==> src/rtl/bhz_pkg.sv <==
package bhz_pkg;
  // Operand source encoding shared by decode and execute forwarding
  typedef enum logic [1:0] {
    FWD_RF  = 2'b00,
    FWD_WB  = 2'b01,
    FWD_MEM = 2'b10
  } fwd_sel_e;
endpackage

==> src/rtl/bhz_fwd_pick.sv <==
module bhz_fwd_pick #(
  parameter int AW = 5
) (
  input  logic [AW-1:0]     src,
  input  logic [AW-1:0]     mem_rd,
  input  logic              mem_we,
  input  logic [AW-1:0]     wb_rd,
  input  logic              wb_we,
  output bhz_pkg::fwd_sel_e sel
);
  logic src_live;
  logic mem_hit;
  logic wb_hit;

  always_comb begin
    src_live = (src != '0);
    mem_hit  = src_live && mem_we && (mem_rd == src);
    wb_hit   = src_live && wb_we && (wb_rd == src);
    if (mem_hit)     sel = bhz_pkg::FWD_MEM;
    else if (wb_hit) sel = bhz_pkg::FWD_WB;
    else             sel = bhz_pkg::FWD_RF;
  end
endmodule

==> src/rtl/bhz_dec_resolve.sv <==
module bhz_dec_resolve #(
  parameter int DW = 32
) (
  input  logic [DW-1:0]     rs_val,
  input  logic [DW-1:0]     rt_val,
  input  bhz_pkg::fwd_sel_e sel_a,
  input  bhz_pkg::fwd_sel_e sel_b,
  input  logic [DW-1:0]     mem_val,
  input  logic [DW-1:0]     wb_val,
  input  logic [DW-1:0]     pc_plus4,
  input  logic [DW-1:0]     imm,
  output logic              equal,
  output logic [DW-1:0]     target
);
  logic [DW-1:0] opnd_a;
  logic [DW-1:0] opnd_b;

  function automatic logic [DW-1:0] pick_val(bhz_pkg::fwd_sel_e s, logic [DW-1:0] rf,
                                             logic [DW-1:0] m, logic [DW-1:0] w);
    case (s)
      bhz_pkg::FWD_MEM: pick_val = m;
      bhz_pkg::FWD_WB:  pick_val = w;
      default:          pick_val = rf;
    endcase
  endfunction

  always_comb begin
    opnd_a = pick_val(sel_a, rs_val, mem_val, wb_val);
    opnd_b = pick_val(sel_b, rt_val, mem_val, wb_val);
    equal  = (opnd_a == opnd_b);
    target = pc_plus4 + {imm[DW-3:0], 2'b00};
  end
endmodule

==> src/rtl/bhz_stall_ctl.sv <==
module bhz_stall_ctl #(
  parameter int AW = 5
) (
  input  logic          id_branch,
  input  logic [AW-1:0] id_rs,
  input  logic [AW-1:0] id_rt,
  input  logic [AW-1:0] ex_rd,
  input  logic          ex_regwrite,
  input  logic          ex_memread,
  input  logic [AW-1:0] mem_rd,
  input  logic          mem_memread,
  output logic          stall
);
  logic ex_hit;
  logic mem_hit;
  logic load_use;
  logic br_wait_ex;
  logic br_wait_mem;

  always_comb begin
    ex_hit      = (ex_rd != '0) && ((ex_rd == id_rs) || (ex_rd == id_rt));
    mem_hit     = (mem_rd != '0) && ((mem_rd == id_rs) || (mem_rd == id_rt));
    load_use    = ex_memread && ex_hit;
    br_wait_ex  = id_branch && ex_regwrite && ex_hit;
    br_wait_mem = id_branch && mem_memread && mem_hit;
    stall       = load_use || br_wait_ex || br_wait_mem;
  end
endmodule

==> src/rtl/bhz_pc_reg.sv <==
module bhz_pc_reg #(
  parameter int             DW       = 32,
  parameter logic [DW-1:0]  RESET_PC = '0
) (
  input  logic          clk,
  input  logic          rst_n,
  input  logic          hold,
  input  logic          take,
  input  logic [DW-1:0] target,
  output logic [DW-1:0] pc
);
  localparam logic [DW-1:0] STEP = DW'(4);

  logic [DW-1:0] pc_d;
  logic          pc_en;

  always_comb begin
    pc_en = !hold;
    pc_d  = take ? target : (pc + STEP);
  end

  always_ff @(posedge clk or negedge rst_n) begin
    if (!rst_n)     pc <= RESET_PC;
    else if (pc_en) pc <= pc_d;
  end
endmodule

==> src/rtl/dec_branch_hazard.sv <==
module dec_branch_hazard #(
  parameter int             DW       = 32,
  parameter int             AW       = 5,
  parameter logic [DW-1:0]  RESET_PC = 'h100
) (
  input  logic          clk,
  input  logic          rst_n,
  input  logic          id_branch,
  input  logic [AW-1:0] id_rs,
  input  logic [AW-1:0] id_rt,
  input  logic [DW-1:0] id_rs_val,
  input  logic [DW-1:0] id_rt_val,
  input  logic [DW-1:0] id_pc_plus4,
  input  logic [DW-1:0] id_imm,
  input  logic [AW-1:0] ex_rs,
  input  logic [AW-1:0] ex_rt,
  input  logic [AW-1:0] ex_rd,
  input  logic          ex_regwrite,
  input  logic          ex_memread,
  input  logic [AW-1:0] mem_rd,
  input  logic          mem_regwrite,
  input  logic          mem_memread,
  input  logic [DW-1:0] mem_val,
  input  logic [AW-1:0] wb_rd,
  input  logic          wb_regwrite,
  input  logic [DW-1:0] wb_val,
  output logic [DW-1:0] pc_f,
  output logic          pc_src_d,
  output logic [DW-1:0] branch_tgt_d,
  output logic          stall_f,
  output logic          stall_d,
  output logic          flush_d,
  output logic          flush_e,
  output logic [1:0]    fwd_a_e,
  output logic [1:0]    fwd_b_e
);
  localparam int NOPS = 2;

  logic [AW-1:0]     dec_src [NOPS];
  logic [AW-1:0]     ex_src  [NOPS];
  bhz_pkg::fwd_sel_e dec_sel [NOPS];
  bhz_pkg::fwd_sel_e ex_sel  [NOPS];
  logic              mem_alu_we;
  logic              ops_equal;
  logic              hazard;
  logic              take;

  assign dec_src[0] = id_rs;
  assign dec_src[1] = id_rt;
  assign ex_src[0]  = ex_rs;
  assign ex_src[1]  = ex_rt;
  // a load in MEM has no data yet, so only ALU results feed the comparator
  assign mem_alu_we = mem_regwrite && !mem_memread;

  for (genvar g = 0; g < NOPS; g++) begin : g_op
    bhz_fwd_pick #(.AW(AW)) u_dec_pick (
      .src(dec_src[g]), .mem_rd(mem_rd), .mem_we(mem_alu_we),
      .wb_rd(wb_rd), .wb_we(wb_regwrite), .sel(dec_sel[g])
    );
    bhz_fwd_pick #(.AW(AW)) u_ex_pick (
      .src(ex_src[g]), .mem_rd(mem_rd), .mem_we(mem_regwrite),
      .wb_rd(wb_rd), .wb_we(wb_regwrite), .sel(ex_sel[g])
    );
  end

  bhz_dec_resolve #(.DW(DW)) u_resolve (
    .rs_val(id_rs_val), .rt_val(id_rt_val),
    .sel_a(dec_sel[0]), .sel_b(dec_sel[1]),
    .mem_val(mem_val), .wb_val(wb_val),
    .pc_plus4(id_pc_plus4), .imm(id_imm),
    .equal(ops_equal), .target(branch_tgt_d)
  );

  bhz_stall_ctl #(.AW(AW)) u_stall (
    .id_branch(id_branch), .id_rs(id_rs), .id_rt(id_rt),
    .ex_rd(ex_rd), .ex_regwrite(ex_regwrite), .ex_memread(ex_memread),
    .mem_rd(mem_rd), .mem_memread(mem_memread), .stall(hazard)
  );

  assign take = id_branch && ops_equal && !hazard;

  bhz_pc_reg #(.DW(DW), .RESET_PC(RESET_PC)) u_pc (
    .clk(clk), .rst_n(rst_n), .hold(hazard), .take(take),
    .target(branch_tgt_d), .pc(pc_f)
  );

  always_comb begin
    pc_src_d = take;
    flush_d  = take;
    stall_f  = hazard;
    stall_d  = hazard;
    flush_e  = hazard;
    fwd_a_e  = ex_sel[0];
    fwd_b_e  = ex_sel[1];
  end
endmodule

==> config.mk <==
export PLATFORM = sky130hd
export DESIGN_NAME = dec_branch_hazard
export DESIGN_NICKNAME = d
export VERILOG_FILES = /design/src/rtl/bhz_pkg.sv /design/src/rtl/bhz_fwd_pick.sv /design/src/rtl/bhz_dec_resolve.sv /design/src/rtl/bhz_stall_ctl.sv /design/src/rtl/bhz_pc_reg.sv /design/src/rtl/dec_branch_hazard.sv
export SDC_FILE = /design/constraint.sdc
export NUM_CORES = 1
export LEC_CHECK = 0
export BUFFER_PORTS_ARGS = -buffer_cell sky130_fd_sc_hd__buf_2
export CAP_MARGIN = 20
export CORE_MARGIN = 2
export CORE_UTILIZATION = 37
export DETAILED_ROUTE_END_ITERATION = 6
export GPL_TIMING_DRIVEN = 0
export PLACE_DENSITY = 0.7
export SYNTH_ARGS = -nofsm -noshare
export SYNTH_HDL_FRONTEND = slang
export SYNTH_SLANG_ARGS = --single-unit
==> constraint.sdc <==
create_clock -name clk -period 5.1 [get_ports clk]
set_clock_uncertainty 0.1 [all_clocks]
set_input_delay 0.255 -clock clk [delete_from_list [all_inputs] [get_ports clk]]
set_output_delay 0.255 -clock clk [all_outputs]
set_load 0.03 [all_outputs]
Word level (Yosys, flattened, before mapping):

Cells that the tools add are included.

* reductions and logical operators: 38
* magnitude comparators: 0
* bitwise logic cells: 0
* shift-type cells: 0
* multiplexer cells: 11
* div/mod/pow operators: 0
* $mul: 0
* equality and inequality tests: 15
* add/sub/neg operators: 2

Operators by type and width (number)
* $pmux W32 S2: 2
* $eq A5 B5 Y1: 10
* $add A32 B3 Y32 const B: 1
* $add A32 B32 Y32: 1
* $eq A32 B32 Y1: 1
* $mux W32: 1
* $reduce_bool A5 Y1: 6
* $logic_and A1 B1 Y1: 26
* $mux W2: 4
* $eq A2 B1 Y1 const B: 2
* $eq A2 B2 Y1 const B: 2
* $logic_or A1 B1 Y1: 4
* $mux W1: 4
* $logic_not A1 Y1: 2

* memory bits (read-only): 0
* flip-flop bits (word level): 32
* RAM bits: 0
* memories: 0
* output and inout bits: 73
* bits of input ports: 235
* latch bits: 0

Logic depth before layout (Yosys ltp):

* depth in word-level cells: 11
* mapped depth: 15
* gate-level depth less buffers: 13

Hierarchy:

A second synthesis with hierarchy kept.

* cell total of the unflattened synthesis: 852
* area, all modules: 6022.0 µm²

By module, submodules not included
* bhz_dec_resolve: area each 3129.3 µm², cells each 497, times used 1
* bhz_pc_reg: area each 1999.4 µm², cells each 238, times used 1
* bhz_fwd_pick: area each 146.4 µm², cells each 19, times used 4
* bhz_stall_ctl: area each 270.3 µm², cells each 36, times used 1
* dec_branch_hazard: area each 37.5 µm², cells each 5, times used 1

Least setup slack after synthesis:

Ideal clock, no wire load.

* path kind: input-to-reg
* from: input port id_rt[0]
* to: register u_pc.pc[21]
* arrival time: 3340 ps
* required time: 4913 ps
* buffers on the path: 5
* library setup time: 87 ps
* stages: 15
* setup slack: 1573 ps
* cell sequence: clkbuf_1 xnor2_1 nand4_1 or2_1 buf_4 buf_6 a31oi_1 xor2_1 nor4_1 nand4b_1 or4_1 buf_6 buf_6 mux2i_1 a22oi_1

* cells in the longest elaborated chain, start to end: 11

Ends and longest elaborated chain
* start, declared: RTL line dec_branch_hazard.sv:10 `input logic [AW-1:0] id_rt,`
* $reduce_bool A5 Y1: RTL line bhz_fwd_pick.sv:16 `src_live = (src != '0);`
* $logic_and A1 B1 Y1 (2 in a row): RTL line bhz_fwd_pick.sv:18 `wb_hit = src_live && wb_we && (wb_rd == src);`
* $mux W1: RTL line bhz_fwd_pick.sv:20 `else if (wb_hit) sel = bhz_pkg::FWD_WB;`
* $mux W2: RTL line bhz_fwd_pick.sv:19 `if (mem_hit) sel = bhz_pkg::FWD_MEM;`
* $eq A2 B1 Y1 / $eq A2 B2 Y1 (equally long branches): RTL line bhz_dec_resolve.sv:20 `case (s)`
* $pmux W32 S2: RTL line bhz_dec_resolve.sv:20
* $eq A32 B32 Y1: RTL line bhz_dec_resolve.sv:30 `equal = (opnd_a == opnd_b);`
* $logic_and A1 B1 Y1 (2 in a row): RTL line dec_branch_hazard.sv:80 `assign take = id_branch && ops_equal && !hazard;`
* $mux W32: RTL line bhz_pc_reg.sv:19 `pc_d = take ? target : (pc + STEP);`
* end signal, assigned: RTL line bhz_pc_reg.sv:24 `else if (pc_en) pc <= pc_d;`
* end, declared: RTL line bhz_pc_reg.sv:10 `output logic [DW-1:0] pc`

Several ways; a longest one is shown, not always the timed one.
A chain may end at the register's enable or synchronous reset.

Worst setup path in the final report:

* from: input port wb_rd[4]
* to: register u_pc.pc[16]

* cells in the longest elaborated chain, start to end: 10

Ends and longest elaborated chain
* start, declared: RTL line dec_branch_hazard.sv:24 `input logic [AW-1:0] wb_rd,`
* $eq A5 B5 Y1: RTL line bhz_fwd_pick.sv:18
* $logic_and A1 B1 Y1: RTL line bhz_fwd_pick.sv:18
* $mux W1: RTL line bhz_fwd_pick.sv:20
* $mux W2: RTL line bhz_fwd_pick.sv:19
* $eq A2 B1 Y1 / $eq A2 B2 Y1 (equally long branches): RTL line bhz_dec_resolve.sv:20
* $pmux W32 S2: RTL line bhz_dec_resolve.sv:20
* $eq A32 B32 Y1 (*): RTL line bhz_dec_resolve.sv:30
* $logic_and A1 B1 Y1 (*) (2 in a row): RTL line dec_branch_hazard.sv:80
* $mux W32 (*): RTL line bhz_pc_reg.sv:19

Mark *: on every way between the ends. The rest lies on a longest branch, timed or not.

==> qor.csv <==
stage,metric,value,unit
clock_tree,clk_pin_slew,0.06,ns
power,powerDensity,213,nW/µm²
final_layout,drive_gt1_share,29.0,%
worst_setup_path,required,5.19,ns
power,seq_power_share,20.5,%
power,p_sw,0.844,mW
worst_setup_path,path_max_fanout,10,
worst_setup_path,start_kind,input port,
grt,gr-total-overflow,0,
yosys,post_synth.cell_area_avg,7.08,µm²
placed_design,dp_hpwl,20.8,mm
grt,gr-usage-all-layers,27.2,%
timing,min_period,4.60,ns
floorplanning,ioPinCount,308,
power,combPwrFrac,58.8,%
yosys,netlist.top_cell.by_area,dfrtp_1,
job,drv_cap,0,
final_layout,top_regs,u_pc.pc (32),
yosys,ys_warn_count,0,
floorplanning,dieHeight,135,µm
hold_path,min_path_type,in2reg,
run_status,status,completed,
worst_setup_path,crit_buf_inv,4,
grt,grt_pass1_wl,40.4,mm
drt,drc_errors,0,
clock_tree,clk_latency,0.28,ns
yosys,synth_nets,1163,
grt,grt_pass1_vias,8002,
timing,slew_headroom,34.6,%
drt,post_drt_via_cell_ratio,5.93,
drt,wirelength,26.1,mm
clock_tree,cts_buffer_depth,2,
worst_setup_path,cp_top_family,simple AND/OR/NAND/NOR gates,
worst_setup_path,slowest_delay,0.83,ns
timing,tns,0,ns
floorplanning,num_rows,47,
yosys,synth_area,6350,µm²
final_layout,final_cell_area,8300,µm²
worst_setup_path,crit_top_cell,clkbuf_1,
timing,slew_violations,0,
final_layout,largest_register_ffs,32,
floorplanning,start_util,38.0,%
clock_tree,cts_tree,built,
final_layout,fin_util,49.7,%
yosys,synth_top_area_share,12.2,%
floorplanning,fp.dieW,135,µm
clock_tree,root_buffer,clkbuf_16,
drt,wire_per_inst,18.3,µm
power,p_int,0.928,mW
worst_setup_path,crit_type,in2reg,
power,vdd.ir_drop.worst,144,µV
yosys,async_reset_ff_share,100,%
timing,setup_viol,0,
timing,min_period_over_period,90.3,%
yosys,ys_types,64,
yosys,synth.ff_latch_count,32,
grt,antenna_found_initial,1,
placed_design,port_buffers,296,
drt,drt_pass1_iterations,5,
final_layout,fin_nets,1467,
clock_tree,cts_setup_buffers,0,
final_layout,synthToLayoutAreaGrowth,30.8,%
drt,drt_iter0_drc,699,
timing,hold_slack,0.133,ns
timing,fmax,217,MHz
clock_tree,cts_sinks,32,
worst_setup_path,end_kind,flop,
worst_setup_path,cpMaxStageDelayCell,nor4_1,
floorplanning,core_area,16700,µm²
yosys,ys_seq_area_share,12.6,%
timing,tightest_slew,0.972,ns
clock_tree,cts.htree.levels,2,
power,leakage,3.77,nW
drt,routed-via-count,8440,
placed_design,post_dp_cell_area,8100,µm²
power,switching_share,47.6,%
yosys,synthCells,897,
power,power,1.77,mW
clock_tree,cts_buffers,5,
yosys,yosys-top-cells-area,"dfrtp_1 12%, xnor2_1 8.7%, o21ai_0 6.8%",
worst_setup_path,worstPathCellList,"buf_2, xor2_1, nor4b_1, clkbuf_1, clkbuf_1, nand3_1, a31oi_1, xor2_1, nor4_1, nand4_1, nor4_1, clkbuf_1, o21ai_0, a22oi_1",
power,clkPwrFrac,20.7,%
timing,hold_violations,0,
placed_design,place.gp.congestion,0.910,
grt,grt_max_degree,33,
floorplanning,die-area,18200,µm²
timing,rsz0062_at_grt,no,
yosys,synth_flop_cell,dfrtp_1,
yosys,synth_enable_flop_cells,0,
final_layout,top_register,u_pc.pc,
drt,drtAntennaViolNets,0,
worst_setup_path,cp.arrival,4.70,ns
==> power by group through the flow <==
stage	clock (mW)	combinational, mW	sequential (mW)
after CTS	0.369	1.03	0.362
after detailed placement	0	1.03	0.366
after global placement	0	1.02	0.362
final	0.367	1.04	0.363
after floorplan	0	0.581	0.442
after global routing	0.384	1.12	0.371
==> final timing paths <==
| check | cells after the start | to | slack [ns] | startpoint |
|---|---|---|---|---|
| max | 14 | u_pc.pc[16] | 0.50 | wb_rd[4] |
| min | 2 | u_pc.pc[1] | 0.13 | id_pc_plus4[1] |
| max reg2reg | 10 | u_pc.pc[31] | 2.38 | u_pc.pc[2] |
| min reg2reg | 1 | u_pc.pc[0] | 0.40 | u_pc.pc[0] |
| max in group asynchronous | 2 | u_pc.pc[9] | 3.89 | rst_n |
| min in group asynchronous | 2 | u_pc.pc[21] | 0.51 | rst_n |
==> cells in the final DEF, fill, tap and decap left out, types with 34 or more instances in the layout <==
master / instances
xor2_1: 44
nand3_1: 76
clkbuf_1: 34
buf_2: 308
nor2_1: 36
a31oi_1: 56
inv_1: 35
nor3_1: 61
o21ai_0: 86
xnor2_1: 63
nand2_1: 52
a21oi_1: 34
==> stage by stage <==
stage | worst slack [ns] | cells
finish | 0.496 | 1423
global route | 0.00675 | 1423
CTS | 0.567 | 1422
global placement | 0.397 | 1413
floorplan | 1.57 | 897
detailed placement | 0.350 | 1413
==> cell type report <==
type                            instances  area (µm²)
Fill cell                            1749        8400
Multi-Input combinational cell        763        5070
Timing Repair Buffer                  297        1490
Sequential cell                        32         802
Buffer                                 67         345
Tap cell                              220         275
Clock buffer                            7         153
Inverter                               35         131
Clock inverter                          1        30.0
Antenna cell                            1        2.50
==> repair_timing <==
action                                 in CTS  in global routing
resized for setup                           0                  0
endpoints found under the hold margin      31                  0
hold buffers                                1                  0
==> kinds of logic after synthesis <==
kind of cell	Yosys count	share of synthesized area, %
muxes	31	4.93
DFF	32	12.6
buffers and inverters	102	7.51
xor gates and xnor gates	107	14.8
and+or+nand+nor	317	25.8
AOI/OAI and AO/OA	277	28.1
adders and majority gates	31	6.23
==> metal layers <==
layer  up-vias  global-route usage, %  part of all wire, %
met4         0                   10.1                  3.4
met1      3912                   35.8                   42
met5         -                      0                    0
li1       3981                      -                    -
met2       477                   45.0                   46
met3        70                   4.43                  8.4
==> Yosys cell counts (all sizes together), types with 3 or more instances <==
| cell type | n |
|---|---|
| o21ai | 90 |
| nand3 | 76 |
| xnor2 | 63 |
| nor3 | 61 |
| a31oi | 56 |
| nand2 | 52 |
| xor2 | 44 |
| nor2 | 36 |
| a21oi | 35 |
| inv | 35 |
| clkbuf | 34 |
| buf | 33 |
| dfrtp | 31 |
| ha | 30 |
| mux2i | 29 |
| nor4 | 23 |
| a22oi | 22 |
| nand4 | 17 |
| a21o | 15 |
| and3 | 13 |
| o22ai | 8 |
| o211ai | 7 |
| o21a | 7 |
| or4 | 7 |
| or3 | 6 |
| a211o | 5 |
| a221oi | 5 |
| and2 | 5 |
| a211oi | 4 |
| nor4b | 4 |
| o21bai | 4 |
| o221a | 4 |
| nor3b | 3 |
| or2 | 3 |
Note: power is estimated with default switching activity, not from simulation.
